`src/rtl/can_bt_pkg.sv`:
```
package can_bt_pkg;

  typedef enum logic [1:0] {
    SEG_SYNC = 2'd0,
    SEG_PROP = 2'd1,
    SEG_PH1  = 2'd2,
    SEG_PH2  = 2'd3
  } seg_e;

  function automatic int lim(input int v, input int lo, input int hi);
    if (v < lo) return lo;
    if (v > hi) return hi;
    return v;
  endfunction

  function automatic int imax(input int a, input int b);
    return (a > b) ? a : b;
  endfunction

  function automatic int imin(input int a, input int b);
    return (a < b) ? a : b;
  endfunction

endpackage

```
`src/rtl/can_bt_cfg.sv`:
```
// Clamps the requested segment lengths into the legal ranges and registers them.
module can_bt_cfg
  import can_bt_pkg::*;
#(
  parameter int SEG_W   = 4,
  parameter int MAX_SEG = 8,
  parameter int MAX_SJW = 4,
  parameter int IPT_TQ  = 2,
  parameter int LW      = 4
) (
  input  logic             clk,
  input  logic [SEG_W-1:0] prop_len,
  input  logic [SEG_W-1:0] ph1_len,
  input  logic [SEG_W-1:0] ph2_len,
  input  logic [SEG_W-1:0] sjw_len,
  output logic [LW-1:0]    prop_q,
  output logic [LW-1:0]    ph1_q,
  output logic [LW-1:0]    ph2_q,
  output logic [LW-1:0]    sjw_q
);

  int p_i, s1_i, s2_i, j_i;

  always_comb begin
    p_i  = lim(int'(prop_len), 1, MAX_SEG);
    s1_i = lim(int'(ph1_len), 1, MAX_SEG);
    s2_i = lim(int'(ph2_len), imax(s1_i, IPT_TQ), MAX_SEG);
    j_i  = lim(int'(sjw_len), 1, imin(s1_i, MAX_SJW));
  end

  // Lengths are reloaded every cycle; they take effect one cycle after a change.
  always_ff @(posedge clk) begin
    prop_q <= p_i[LW-1:0];
    ph1_q  <= s1_i[LW-1:0];
    ph2_q  <= s2_i[LW-1:0];
    sjw_q  <= j_i[LW-1:0];
  end

endmodule

```
`src/rtl/can_bt_edge.sv`:
```
// Finds recessive-to-dominant transitions between consecutive quantum ticks.
module can_bt_edge (
  input  logic clk,
  input  logic rst,
  input  logic tq_en,
  input  logic rx,
  output logic fall
);

  logic rx_prev;

  always_ff @(posedge clk) begin
    if (rst)        rx_prev <= 1'b1;
    else if (tq_en) rx_prev <= rx;
  end

  assign fall = tq_en && rx_prev && !rx;

endmodule

```
`src/rtl/can_bt_core.sv`:
```
// Segment sequencer with hard synchronization and resynchronization.
module can_bt_core
  import can_bt_pkg::*;
#(
  parameter int LW = 4,
  parameter int CW = 5
) (
  input  logic          clk,
  input  logic          rst,
  input  logic          tq_en,
  input  logic          fall,
  input  logic          hs_en,
  input  logic          rx,
  input  logic [LW-1:0] prop_q,
  input  logic [LW-1:0] ph1_q,
  input  logic [LW-1:0] ph2_q,
  input  logic [LW-1:0] sjw_q,
  output logic          bit_stb,
  output logic          sample_stb,
  output logic          sample_bit
);

  seg_e          seg, n_seg;
  logic [CW-1:0] left, n_left;   // quanta left in the segment after the current one
  logic [CW-1:0] pos, n_pos;     // index of the current quantum in the bit
  logic [CW-1:0] ext, n_ext;     // phase 1 extension booked during propagation
  logic          used, n_used;   // correction already spent in this bit
  logic [CW-1:0] prop_x, ph1_x, ph2_x, sjw_x, amt, work_left, neg_e;
  logic          do_hard, do_res, rebase, smp_now;

  assign prop_x  = CW'(prop_q);
  assign ph1_x   = CW'(ph1_q);
  assign ph2_x   = CW'(ph2_q);
  assign sjw_x   = CW'(sjw_q);
  assign amt     = (pos >= sjw_x) ? sjw_x : pos;
  assign neg_e   = left + CW'(1);
  assign do_hard = fall && hs_en;
  assign do_res  = fall && !hs_en && !used && (seg != SEG_SYNC);

  always_comb begin
    n_seg     = seg;
    n_left    = left;
    n_pos     = pos + CW'(1);
    n_ext     = ext;
    n_used    = used;
    work_left = left;
    rebase    = 1'b0;
    if (do_hard) begin
      rebase = 1'b1;
    end else if (do_res) begin
      n_used = 1'b1;
      case (seg)
        SEG_PROP: n_ext = amt;
        SEG_PH1:  work_left = left + amt;
        SEG_PH2: begin
          if (neg_e <= sjw_x) rebase = 1'b1;
          else                work_left = left - sjw_x;
        end
        default: ;
      endcase
    end
    smp_now = !rebase && (seg == SEG_PH1) && (work_left == '0);
    if (rebase) begin
      n_seg  = SEG_PROP;
      n_left = prop_x - CW'(1);
      n_pos  = CW'(1);
      n_ext  = '0;
      n_used = 1'b1;
    end else if (work_left == '0) begin
      case (seg)
        SEG_SYNC: begin
          n_seg  = SEG_PROP;
          n_left = prop_x - CW'(1);
          n_used = 1'b0;
        end
        SEG_PROP: begin
          n_seg  = SEG_PH1;
          n_left = ph1_x + n_ext - CW'(1);
        end
        SEG_PH1: begin
          n_seg  = SEG_PH2;
          n_left = ph2_x - CW'(1);
        end
        default: begin
          n_seg  = SEG_SYNC;
          n_left = '0;
          n_pos  = '0;
          n_ext  = '0;
        end
      endcase
    end else begin
      n_left = work_left - CW'(1);
    end
  end

  always_ff @(posedge clk) begin
    if (rst) begin
      seg        <= SEG_SYNC;
      left       <= '0;
      pos        <= '0;
      ext        <= '0;
      used       <= 1'b0;
      bit_stb    <= 1'b0;
      sample_stb <= 1'b0;
      sample_bit <= 1'b1;
    end else begin
      bit_stb    <= tq_en && (rebase || (seg == SEG_SYNC));
      sample_stb <= tq_en && smp_now;
      if (tq_en) begin
        seg  <= n_seg;
        left <= n_left;
        pos  <= n_pos;
        ext  <= n_ext;
        used <= n_used;
        if (smp_now) sample_bit <= rx;
      end
    end
  end

endmodule

```
`src/rtl/can_bit_sync.sv`:
```
module can_bit_sync #(
  parameter int SEG_W   = 4,
  parameter int MAX_SEG = 8,
  parameter int MAX_SJW = 4,
  parameter int IPT_TQ  = 2
) (
  input  logic             clk,
  input  logic             rst,
  input  logic             tq_en,
  input  logic             hard_sync_en,
  input  logic             rx,
  input  logic [SEG_W-1:0] prop_len,
  input  logic [SEG_W-1:0] ph1_len,
  input  logic [SEG_W-1:0] ph2_len,
  input  logic [SEG_W-1:0] sjw_len,
  output logic             sample_stb,
  output logic             sample_bit,
  output logic             bit_stb
);

  localparam int LW = $clog2(MAX_SEG + 1);
  localparam int CW = $clog2(3 * MAX_SEG + MAX_SJW + 2);

  logic [LW-1:0] prop_q, ph1_q, ph2_q, sjw_q;
  logic          fall;

  can_bt_cfg #(
    .SEG_W(SEG_W), .MAX_SEG(MAX_SEG), .MAX_SJW(MAX_SJW), .IPT_TQ(IPT_TQ), .LW(LW)
  ) cfg_i (
    .clk(clk), .prop_len(prop_len), .ph1_len(ph1_len), .ph2_len(ph2_len),
    .sjw_len(sjw_len), .prop_q(prop_q), .ph1_q(ph1_q), .ph2_q(ph2_q), .sjw_q(sjw_q)
  );

  can_bt_edge edge_i (
    .clk(clk), .rst(rst), .tq_en(tq_en), .rx(rx), .fall(fall)
  );

  can_bt_core #(.LW(LW), .CW(CW)) core_i (
    .clk(clk), .rst(rst), .tq_en(tq_en), .fall(fall), .hs_en(hard_sync_en), .rx(rx),
    .prop_q(prop_q), .ph1_q(ph1_q), .ph2_q(ph2_q), .sjw_q(sjw_q),
    .bit_stb(bit_stb), .sample_stb(sample_stb), .sample_bit(sample_bit)
  );

endmodule

```
`config.mk`:
```
export PLATFORM = sky130hd
export DESIGN_NAME = can_bit_sync
export DESIGN_NICKNAME = d
export VERILOG_FILES = /design/src/rtl/can_bt_pkg.sv /design/src/rtl/can_bt_cfg.sv /design/src/rtl/can_bt_edge.sv /design/src/rtl/can_bt_core.sv /design/src/rtl/can_bit_sync.sv
export SDC_FILE = /design/constraint.sdc
export NUM_CORES = 1
export LEC_CHECK = 0
export BUFFER_PORTS_ARGS = -buffer_cell sky130_fd_sc_hd__buf_2
export CORE_UTILIZATION = 45
export CTS_CLUSTER_DIAMETER = 100
export CTS_CLUSTER_SIZE = 8
export DETAILED_ROUTE_END_ITERATION = 12
export GPL_ROUTABILITY_DRIVEN = 0
export GPL_TIMING_DRIVEN = 1
export PLACE_DENSITY_LB_ADDON = 0.15
export SETUP_SLACK_MARGIN = 0.3
export SLEW_MARGIN = 20
export SYNTH_ARGS = -nofsm -noshare
export SYNTH_HDL_FRONTEND = slang
export SYNTH_SLANG_ARGS = --single-unit
```
`constraint.sdc`:
```
create_clock -name clk -period 8.5 [get_ports clk]
set_input_delay 1.275 -clock clk [delete_from_list [all_inputs] [get_ports clk]]
set_output_delay 1.275 -clock clk [all_outputs]
set_load 0.05 [all_outputs]
```
==> results.md <==
- Pin count of the biggest net entering global routing: 21
- Static leakage: about 1.5 nW
- Clock slew at reported path FFs: 70 ps
- Final Max Slew Viols: 0
- Period utilization: 0.6029
- Core box area: 6096 um^2
- Number of flops mapped to enable cells by yosys: 0
- Top cell type's share of synthesized area: 0.2608
- CP startpoint kind: register
- Resize count post-CTS: 0
- Core Rows: 28
- H-tree lvl count: 2
- Setup repair after global routing missed its margin: no
- Overall overflow remaining after global route: 0
- First-pass DRT Iterations: 4
- Layout Nets: 423
- Final routed wire length divided by cell count: 14.72 um
- Area of the mapped netlist: about 2900 um^2
- Clock buffer count from CTS: 5
- Net Switching: 0.2145 mW
- Num Clock Sinks: 38
- Filler cell count: around 610
- Clock skew: approximately 3.7 ps
- Post-synthesis cell type with the largest combined area: sky130_fd_sc_hd__dfxtp_1
- Antenna-violating nets left: 0
- Cell-internal power: 0.3561 mW
- Synth top area cells: sky130_fd_sc_hd__dfxtp_1 (26%), sky130_fd_sc_hd__ha_1 (17%), sky130_fd_sc_hd__inv_1 (5.0%)
- Vias in the first global route: ~2300
- Max Fclk: just under 200 MHz
- Setup bufs post-CTS: 0
- Relative slew margins: 0.5336
- Detailed placement HPWL: between 5000 and 6000 um
- FF-to-FF setup slack: 3380 ps
- Flop pwr share: 0.375
- Setup TNS Final: 0 ps
- First-pass GRT wire length: 10900 um
- Combinational Power Share: 0.414
- Crit path kind: register to register
- Main flop type after synthesis: sky130_fd_sc_hd__dfxtp_1
- Port buffer count: 23
- Post-detailed-route DRC marker count: 0
- Critical path arrival: ~5300 ps
- Shortest clock period the worst path allows after layout: just over 5000 ps
- Height of the die: slightly above 80 um
- Via count: roughly 2500
- Endpoints failing hold: 0
- Final Routed Wirelength: between 6000 and 7000 um
- Worst hold path class: register to register
- Sequential cell area: between 700 and 800 um^2
- Max_cap viols: 0
- Portion of the post-synthesis area used by sequential elements: 0.2608
- X dimension of the die: 82.51 um
- Fraction of the core area covered by cells at the end of the flow: 0.5195
- Deepest clock path buffer count: 2
- Number of non-filler instances in the completed layout: ~430
- Instance count of the mapped netlist: roughly 340
- Switching share of power: 0.3759
- Overall global routing resource usage: 0.2130
- Area overhead of the layout relative to synthesis: 8.580%
- Count of placed standard cells including taps: approximately 430
- Synth Warn #: 0
- Synth Net Count: 401
- Number of design-rule violations left by the first detailed-router iteration: 147
- Clock root buffer: sky130_fd_sc_hd__clkbuf_8
- Fraction of final layout cells with drive strength greater than 1: 0.1031
- Setup violators final: 0
- Initial antenna violation count: 0
- Run status: complete, no violations
- I/O pin count: 24
- Die area: between 6000 and 7000 um^2
- Initial cell density of the core: 0.4784
- Async SR Flop Fraction: 0
- Max rail drop VDD: a little over 0.08 mV
- Clock tree from TritonCTS: built
- Largest fanout on the critical path: 7
- Endpoint kind of the worst setup timing path: register
- Cell types with the highest counts after synthesis: sky130_fd_sc_hd__ha_1 (39), sky130_fd_sc_hd__inv_1 (39), sky130_fd_sc_hd__dfxtp_1 (38)
- Antenna cells: 0
- Vias/cell: about 5.7
- Critical path required time: 8720 ps
- Number of distinct library cells after synthesis: 59
- Clock latency at the later pin of the worst-skew pair: around 290 ps
- Mean Syn Cell Area: 8.629 um^2
- Power per cell area: 180.2 nW/um^2
- Transition at the pin with the smallest max-transition slack: 699.6 ps
- Synth Register Bits: 38
- Area of combinational cells with multiple inputs: approximately 2000 um^2
- CTS Hold Bufs: 0
- Clock group share of total power: 0.211
## layout make-up
cell class / instances / area share
inverter: 39 / 0.04623
multi-input combinational: 253 / 0.6215
clock buffer: 6 / 0.02608
timing repair buffer: 23 / 0.03635
tap: 75 / 0.02963
sequential: 38 / 0.2402
## cell families (layout without fill, tap and decap cells)
logic type / count (synthesis) / after routing / share of synthesized area
muxes: 11 / 11 / 0.03818
other: 1 / 1 / 0.001286
adders and majority gates: 42 / 42 / 0.1879
DFF: 38 / 38 / 0.2608
and+or+nand+nor: 92 / 92 / 0.1720
buffers and inverters: 47 / 68 / 0.06435
AOI/OAI and AO/OA: 91 / 91 / 0.2274
xor gates and xnor gates: 16 / 16 / 0.04805
## path summary, 6_finish.rpt
| check | cells after the start | from | to |
|---|---|---|---|
| min reg2reg | 2 | core_i.ext[2] | core_i.ext[2] |
| min | 2 | core_i.ext[2] | core_i.ext[2] |
| max | 17 | core_i.pos[0] | core_i.left[3] |
| max reg2reg | 17 | core_i.pos[0] | core_i.left[3] |
## stage by stage
stage / setup slack, ps / power (mW) / cell area [um^2] / hold slack (ps)
after floorplan: 3788 / 0.3950 / 2917 / 424.8
after global placement: 3614 / 0.4490 / 3084 / 432.6
after detailed placement: 3427 / 0.4517 / 3084 / 446.1
after CTS: 3423 / 0.5748 / 3167 / 461.6
after global routing: 3162 / 0.6151 / 3167 / 480.2
final: 3376 / 0.5706 / 3167 / 456.8
## power by group through the flow
stage	clock network (mW)	logic, mW	registers [mW]
finish	0.120	0.236	0.214
global placement	0	0.231	0.218
floorplan	0	0.181	0.214
detailed placement	0	0.234	0.218
global route	0.134	0.265	0.216
CTS	0.126	0.235	0.214
## sequential cells by signal (all words and copies together) (netlist names)
name and cells:
core_i.ext 5, core_i.left 5, core_i.pos 5, cfg_i.ph1_q 4
cfg_i.ph2_q 4, cfg_i.prop_q 4, cfg_i.sjw_q 4, core_i.seg 2
core_i.bit_stb 1, core_i.sample_bit 1, core_i.sample_stb 1, core_i.used 1
edge_i.rx_prev 1
## worst max-delay path, cell delays in order, from the launching register on
cell and delay, ps:
sky130_fd_sc_hd__dfxtp_1 400, sky130_fd_sc_hd__inv_1 80, sky130_fd_sc_hd__ha_1 260, sky130_fd_sc_hd__nand2b_1 140
sky130_fd_sc_hd__a21o_1 170, sky130_fd_sc_hd__a21o_1 170, sky130_fd_sc_hd__a211oi_1 590, sky130_fd_sc_hd__mux2_2 430
sky130_fd_sc_hd__ha_1 210, sky130_fd_sc_hd__fa_1 420, sky130_fd_sc_hd__and3_1 150, sky130_fd_sc_hd__a221oi_1 390
sky130_fd_sc_hd__ha_1 290, sky130_fd_sc_hd__inv_1 60, sky130_fd_sc_hd__a2111o_1 370, sky130_fd_sc_hd__or3_1 380
sky130_fd_sc_hd__a2111o_1 410, sky130_fd_sc_hd__a31oi_1 150
## cells in the final DEF, fill, tap and decap left out, drive strengths merged, types with 3 or more instances in the layout
master,count
nor2,20
a32o,3
ha,39
a222oi,4
nand3b,4
and2,4
clkbuf,6
buf,23
o21a,3
nand2b,4
a21o,9
a221oi,3
inv,39
xor2,10
nor2b,9
o21ai,21
a22oi,4
a211oi,4
a21oi,12
nand2,22
a2111o,4
xnor2,6
dfxtp,38
and3,3
mux2i,10
nor3,10
nand3,7
fa,3
a311o,3
or3,3
## layer usage
metal / global-route usage / wire, um / up-vias
met4: 0.08793 / 112 / 0
met3: 0.03846 / 219 / 10
met5: 0 / 0 / -
li1: - / - / 1275
met1: 0.2791 / 3143 / 1167
met2: 0.3438 / 2915 / 43
No activity file was read; power rests on OpenSTA's default activity.
